[src/rtl/rxq_pkg.sv]
// Shared types for the receive character queue.
package rxq_pkg;
    // Per-character condition flags, kept with the data in each entry.
    typedef struct packed {
        logic brk;
        logic ferr;
        logic perr;
    } rxq_flags_t;

    localparam int FLAG_W = $bits(rxq_flags_t);
endpackage

[src/rtl/rxq_store.sv]
// Circular first-in first-out store of DEPTH entries, each W bits wide.
// Assumes the caller never pushes into a full store (unless popping in the
// same cycle) and never pops an empty one. Shows the oldest entry and the
// one behind it.
module rxq_store #(
    parameter int W     = 11,
    parameter int DEPTH = 3
) (
    input  logic                           clk,
    input  logic                           rst_n,
    input  logic                           clr,
    input  logic                           push,
    input  logic [W-1:0]                   push_d,
    input  logic                           pop,
    output logic [W-1:0]                   head_q,
    output logic [W-1:0]                   next_q,
    output logic [$clog2(DEPTH+1)-1:0]     count
);
    localparam int PTR_W = (DEPTH > 1) ? $clog2(DEPTH) : 1;
    localparam int CNT_W = $clog2(DEPTH + 1);

    logic [W-1:0]     mem [DEPTH];
    logic [PTR_W-1:0] wr_ptr;
    logic [PTR_W-1:0] rd_ptr;

    function automatic logic [PTR_W-1:0] bump(input logic [PTR_W-1:0] p);
        return (p == PTR_W'(DEPTH - 1)) ? '0 : p + 1'b1;
    endfunction

    // Advance pointers and occupancy on push and pop.
    always_ff @(posedge clk) begin
        if (!rst_n || clr) begin
            wr_ptr <= '0;
            rd_ptr <= '0;
            count  <= '0;
        end else begin
            if (push) wr_ptr <= bump(wr_ptr);
            if (pop)  rd_ptr <= bump(rd_ptr);
            count <= count + CNT_W'(push) - CNT_W'(pop);
        end
    end

    // One write port per slot, selected by the write pointer.
    for (genvar i = 0; i < DEPTH; i++) begin : g_slot
        always_ff @(posedge clk) begin
            if (push && wr_ptr == PTR_W'(i)) mem[i] <= push_d;
        end
    end

    assign head_q = mem[rd_ptr];
    assign next_q = mem[bump(rd_ptr)];


    no_overflow_chk: assert property (@(posedge clk) disable iff (!rst_n)
        (push && !pop) |-> (count < CNT_W'(DEPTH)));

    no_underflow_chk: assert property (@(posedge clk) disable iff (!rst_n)
        pop |-> (count != '0));
endmodule

[src/rtl/rxq_errs.sv]
// Accumulated error flags and the overrun flag. The clear command yields to
// a set arriving in the same cycle.
module rxq_errs
    import rxq_pkg::*;
(
    input  logic              clk,
    input  logic              rst_n,
    input  logic              clr,
    input  logic              err_clr,
    input  logic              arrive,
    input  logic [FLAG_W-1:0] arrive_flags,
    input  logic              ovr_set,
    output logic [FLAG_W-1:0] acc,
    output logic              overrun
);
    // OR in the flags of each new oldest entry; clear on command.
    always_ff @(posedge clk) begin
        if (!rst_n || clr) begin
            acc     <= '0;
            overrun <= 1'b0;
        end else begin
            acc     <= (err_clr ? '0 : acc) | (arrive ? arrive_flags : '0);
            overrun <= (overrun && !err_clr) || ovr_set;
        end
    end


    err_reset_clear_chk: assert property (@(posedge clk) disable iff (!rst_n)
        (err_clr && !ovr_set && !clr) |=> !overrun);
endmodule

[src/rtl/rxq_flow.sv]
// Ready-to-receive control: set by software, dropped on a start bit while
// full (automatic mode), restored once a slot is free again.
module rxq_flow (
    input  logic clk,
    input  logic rst_n,
    input  logic clr,
    input  logic sw_set,
    input  logic auto_en,
    input  logic start_ok,
    input  logic full,
    output logic rtr
);
    logic parked;

    // Track the output and whether the flow logic itself dropped it.
    always_ff @(posedge clk) begin
        if (!rst_n || clr) begin
            rtr    <= 1'b0;
            parked <= 1'b0;
        end else if (sw_set) begin
            rtr    <= 1'b1;
            parked <= 1'b0;
        end else if (auto_en && start_ok && full) begin
            rtr    <= 1'b0;
            parked <= 1'b1;
        end else if (parked && !full) begin
            rtr    <= 1'b1;
            parked <= 1'b0;
        end
    end
endmodule

[src/rtl/rx_char_queue.sv]
// Receive character queue: a holding stage feeding a DEPTH-entry store, with
// per-character or accumulated error status, overrun detection and
// automatic ready-to-receive control. Assumes single-cycle input pulses.
module rx_char_queue
    import rxq_pkg::*;
#(
    parameter int DATA_W = 8,
    parameter int DEPTH  = 3
) (
    input  logic              clk,
    input  logic              rst_n,
    input  logic              rx_en,
    input  logic              rx_reset,
    input  logic              err_reset,
    input  logic              block_mode,
    input  logic              autoflow,
    input  logic              rtr_set,
    input  logic              start_det,
    input  logic              char_valid,
    input  logic [DATA_W-1:0] char_data,
    input  logic              char_perr,
    input  logic              char_ferr,
    input  logic              char_brk,
    input  logic              pop,
    output logic [DATA_W-1:0] rd_data,
    output logic              rx_ready,
    output logic              fifo_full,
    output logic              stat_perr,
    output logic              stat_ferr,
    output logic              stat_brk,
    output logic              overrun,
    output logic              rtr
);
    localparam int ENT_W = DATA_W + FLAG_W;
    localparam int CNT_W = $clog2(DEPTH + 1);

    logic [ENT_W-1:0]  hold_q;
    logic              hold_valid;
    logic [ENT_W-1:0]  head_q;
    logic [ENT_W-1:0]  next_q;
    logic [CNT_W-1:0]  count;
    logic [CNT_W-1:0]  cnt_after;
    logic              pop_ok;
    logic              move;
    logic              arrive;
    logic [FLAG_W-1:0] arrive_flags;
    logic [FLAG_W-1:0] acc;
    rxq_flags_t        head_flags;
    rxq_flags_t        in_flags;
    logic              start_ok;

    assign in_flags   = '{brk: char_brk, ferr: char_ferr, perr: char_perr};
    assign pop_ok     = pop && (count != '0);
    assign cnt_after  = count - CNT_W'(pop_ok);
    assign move       = rx_en && hold_valid && (cnt_after < CNT_W'(DEPTH));
    assign start_ok   = rx_en && start_det;
    assign fifo_full  = (count == CNT_W'(DEPTH));
    assign rx_ready   = (count != '0);

    // A new oldest entry appears either behind a pop or by entering empty.
    assign arrive       = (pop_ok && count > CNT_W'(1)) || (move && cnt_after == '0);
    assign arrive_flags = (pop_ok && count > CNT_W'(1)) ? next_q[DATA_W +: FLAG_W]
                                                         : hold_q[DATA_W +: FLAG_W];

    // Holding stage: load on each character, empty on move or disable.
    always_ff @(posedge clk) begin
        if (!rst_n || rx_reset || !rx_en) begin
            hold_valid <= 1'b0;
            hold_q     <= '0;
        end else if (char_valid) begin
            hold_valid <= 1'b1;
            hold_q     <= {in_flags, char_data};
        end else if (move) begin
            hold_valid <= 1'b0;
        end
    end

    rxq_store #(.W(ENT_W), .DEPTH(DEPTH)) u_store (
        .clk    (clk),
        .rst_n  (rst_n),
        .clr    (rx_reset),
        .push   (move),
        .push_d (hold_q),
        .pop    (pop_ok),
        .head_q (head_q),
        .next_q (next_q),
        .count  (count)
    );

    rxq_errs u_errs (
        .clk          (clk),
        .rst_n        (rst_n),
        .clr          (rx_reset),
        .err_clr      (err_reset),
        .arrive       (arrive),
        .arrive_flags (arrive_flags),
        .ovr_set      (start_ok && hold_valid && fifo_full),
        .acc          (acc),
        .overrun      (overrun)
    );

    rxq_flow u_flow (
        .clk      (clk),
        .rst_n    (rst_n),
        .clr      (rx_reset),
        .sw_set   (rtr_set),
        .auto_en  (autoflow),
        .start_ok (start_ok),
        .full     (fifo_full),
        .rtr      (rtr)
    );

    // Select status source by error mode; data reads zero when empty.
    assign head_flags = head_q[DATA_W +: FLAG_W];
    always_comb begin
        rd_data = rx_ready ? head_q[DATA_W-1:0] : '0;
        if (block_mode) begin
            {stat_brk, stat_ferr, stat_perr} = acc;
        end else if (rx_ready) begin
            {stat_brk, stat_ferr, stat_perr} = {head_flags.brk, head_flags.ferr, head_flags.perr};
        end else begin
            {stat_brk, stat_ferr, stat_perr} = '0;
        end
    end


    ovr_rise_chk: assert property (@(posedge clk) disable iff (!rst_n)
        $rose(overrun) |-> $past(start_det && rx_en && fifo_full));

    rtr_fall_chk: assert property (@(posedge clk) disable iff (!rst_n)
        $fell(rtr) |-> $past(rx_reset || start_det));

    rx_reset_clear_chk: assert property (@(posedge clk) disable iff (!rst_n)
        rx_reset |=> (!rx_ready && !overrun && !rtr));

    empty_pop_chk: assert property (@(posedge clk) disable iff (!rst_n)
        (pop && !rx_ready && !rx_reset && !(rx_en && hold_valid)) |=> !rx_ready);
endmodule

[config.mk]
export PLATFORM = sky130hd
export DESIGN_NAME = rx_char_queue
export DESIGN_NICKNAME = d
export VERILOG_FILES = /design/src/rtl/rxq_pkg.sv /design/src/rtl/rxq_store.sv /design/src/rtl/rxq_errs.sv /design/src/rtl/rxq_flow.sv /design/src/rtl/rx_char_queue.sv
export SDC_FILE = /design/constraint.sdc
export NUM_CORES = 1
export LEC_CHECK = 0
export CELL_PAD_IN_SITES_DETAIL_PLACEMENT = 2
export CELL_PAD_IN_SITES_GLOBAL_PLACEMENT = 2
export CORE_AREA = 2 2 67 116
export DETAILED_ROUTE_END_ITERATION = 6
export DIE_AREA = 0 0 69 118
export PLACE_DENSITY = 0.91
export REMOVE_ABC_BUFFERS = 1
export SLEW_MARGIN = 25
export SYNTH_ARGS = -nofsm -noshare
export SYNTH_HDL_FRONTEND = slang
export SYNTH_HIERARCHICAL = 1
export SYNTH_SLANG_ARGS = --single-unit
[constraint.sdc]
create_clock -name clk -period 5.6 [get_ports clk]
set_clock_uncertainty 0.1 [all_clocks]
set_input_delay 1.4 -clock clk [delete_from_list [all_inputs] [get_ports clk]]
set_output_delay 1.4 -clock clk [all_outputs]
set_load 0.02 [all_outputs]
==> qor.csv <==
stage;metric;value;unit
hold_path;min_path_type;register to register;
placed_design;io_buffers;36;
worst_setup_path;worstPathArrival;2.73;ns
flow_run;drv_cap;0;
pwr;clockPowerShare;54.5;%
sta;timing.setup.tns;0;ns
finish;drive_gt1_share;16.0;%
worst_setup_path;r2r-start;u_store/count[1];
finish;diodes;0;
worst_setup_path;crit_path_max_fanout;6;
pwr;p_int;0.908;mW
finish;syn_to_final_growth;29.4;%
cts;clk_latency;0.33;ns
global_routing;first_global_vias;1963;
routing;detail-route-antenna-nets;0;
sta;maxSlewViolCount;0;
worst_setup_path;cp-start-kind;input pin;
worst_setup_path;r2r_slack;2.21;ns
yosys;synth-warning-count;6;
worst_setup_path;worstPathCellList;clkdlybuf4s50_1 -> nand2_1 -> o21ai_0 -> clkdlybuf4s50_1;
placed_design;dp_hpwl;4420;um
global_routing;track_usage;17.8;%
pwr;power_frac_seq;41.4;%
pwr;combPwrFrac;4.1;%
hold_path;whs_path_depth;2;
sta;relSlewSlack;47.4;%
worst_setup_path;cp-end-kind;output pin;
yosys;avgSynthCellArea;12.0;um2
floorplanning;num_rows;41;
hold_path;hold_end;u_errs/acc[2];
floorplanning;initial_core_util;35.8;%
floorplanning;dieWidth;69;um
worst_setup_path;worstSetupPathType;input pin to output pin;
routing;wire_per_inst;19.4;um
pwr;p_leak;1.21;nW
routing;post-route-drc-count;0;
pwr;sw_frac_of_total;18.5;%
sta;timing.fmax;0.236;GHz
pwr;p_per_area;335;nW/um2
sta;setup_viol;0;
run_status;status;complete, no violations;
floorplanning;pin_count;37;
cts;clock-root-buffer;clkbuf_16;
routing;dr_total_vias;1711;
finish;nNetsFinal;277;
worst_setup_path;cp_common_cell;clkdlybuf4s50_1;
yosys;netlist_area;2570;um2
worst_setup_path;max_stage_delay;0.64;ns
global_routing;antenna_found_initial;0;
routing;via_per_inst;4.99;
global_routing;grt_max_degree;23;
global_routing;gr-total-overflow;0;
global_routing;grt_pass1_wl;10700;um
placed_design;dp.cells;327;
cts;cts_tree;done;
hold_path;min_from;u_errs/acc[2];
worst_setup_path;slowest_stage;clkdlybuf4s50_1;
worst_setup_path;reg2reg_to;u_store/mem[1][4];
yosys;synthCells;214;
pwr;vdd_ir_drop_max;217;uV
cts;ctsHoldBuffers;0;
pwr;switching_power;0.207;mW
floorplanning;coreArea;7180;um2
finish;final_cells;343;
cts;cts_resized;0;
cts;cts_buffer_depth;2;
routing;routed_wl;6670;um
cts;clkSinkCount;59;
cts;htree_levels;3;
routing;drt_iter0_markers;57;
cts;cts_setup_buffers;0;
sta;finalHoldViolCount;0;
floorplanning;die-area;8140;um2
worst_setup_path;worstRegToRegCells;6;
worst_setup_path;required;4.10;ns
sta;holdWs;0.377;ns
sta;worst_pin_slew;0.787;ns
sta;fin_crit_sh;75.5;%
sta;rsz0062_at_grt;false;
floorplanning;dieHeight;118;um
routing;dr.pass1.iters;4;
cts;clkSlewWorstSetupHoldPaths;0.05;ns
sta;min_period;4.23;ns
cts;cts_buffers;9;
placed_design;gp_congestion;0.726;
worst max path at each step:
stage / cells past startpoint / endpoint / slack (ns) / from
finish: 4 / stat_perr / 1.37 / block_mode
global route: 5 / stat_ferr / 1.28 / register
CTS: 4 / stat_perr / 1.36 / block_mode
detailed placement: 6 / u_store/mem[0][1] / 1.36 / pop
global placement: 4 / stat_brk / 1.40 / block_mode
floorplan: 1 / stat_brk / 2.21 / block_mode
per-stage QoR:
stage / worst slack (ns) / utilization, % / area (um2) / power [mW]
2_1_floorplan: 2.21 / - / 2510 / 0.487
3_3_place_gp: 1.40 / 41.5 / 2980 / 0.513
3_5_place_dp: 1.36 / 41.5 / 2980 / 0.515
4_1_cts: 1.36 / 46.2 / 3320 / 1.13
5_1_grt: 1.28 / 46.4 / 3330 / 1.15
6_report: 1.37 / 46.4 / 3330 / 1.11
worst max-delay path, delay by kind of cell:
kind | cells | cell delay [ns]
compound gates | 1 | 0.07
buf+inv | 2 | 1.19
simple gates | 1 | 0.07
flip-flops by register name (all words and copies together) (netlist names), named ones only:
signal and count:
u_store/rd_ptr 2, hold_valid 1, hold_q 11, u_store/mem 33, u_flow/rtr 1, u_errs/overrun 1, u_flow/parked 1, u_store/wr_ptr 2
u_errs/acc 3, u_store/count 2
power by group through the flow:
stage	Sequential (mW)	Clock (mW)	Combinational, mW
after CTS	0.462	0.621	0.0461
after floorplan	0.469	0	0.0175
after global routing	0.462	0.637	0.0487
after global placement	0.470	0	0.0433
final	0.462	0.607	0.0452
after detailed placement	0.470	0	0.0450
metal layers:
layer  global-route usage [%]  up-vias  routed length [um]  share of wire [%]
li1                         -      822                   -                  -
met1                     16.7      835                2410                 36
met2                     34.1       38                3830                 57
met3                     4.79       16                 216                3.2
met4                     9.44        0                 210                3.1
met5                        0        -                   0                  0
final cells by class:
class	instances	area (um2)
clock buffers	12	267
clock inverters	4	71.3
fillers	719	3850
inverters	8	30.0
multi-input cells	138	982
flip-flops and latches	59	1510
well taps	86	108
repair buffers	36	360
layout by cell type (no fill, tap or decap), types with 2 or more instances in the layout:
cell and n:
o21ai_1 2, nor2b_1 2, nand2b_1 6, nand3b_1 2, clkdlybuf4s50_1 36, and2b_2 9, edfxtp_1 33, nor2_1 14
mux2_2 3, a21oi_1 6, clkbuf_16 9, inv_1 7, nand2_1 24, bufinv_16 2, a21oi_2 2, clkbuf_8 3
nor3_1 2, and4b_1 2, o21ba_2 2, nand2b_4 3, dfxtp_1 26, o21ai_0 18, mux2i_1 25, ha_1 3
Note: power is estimated with default switching activity, not from simulation.
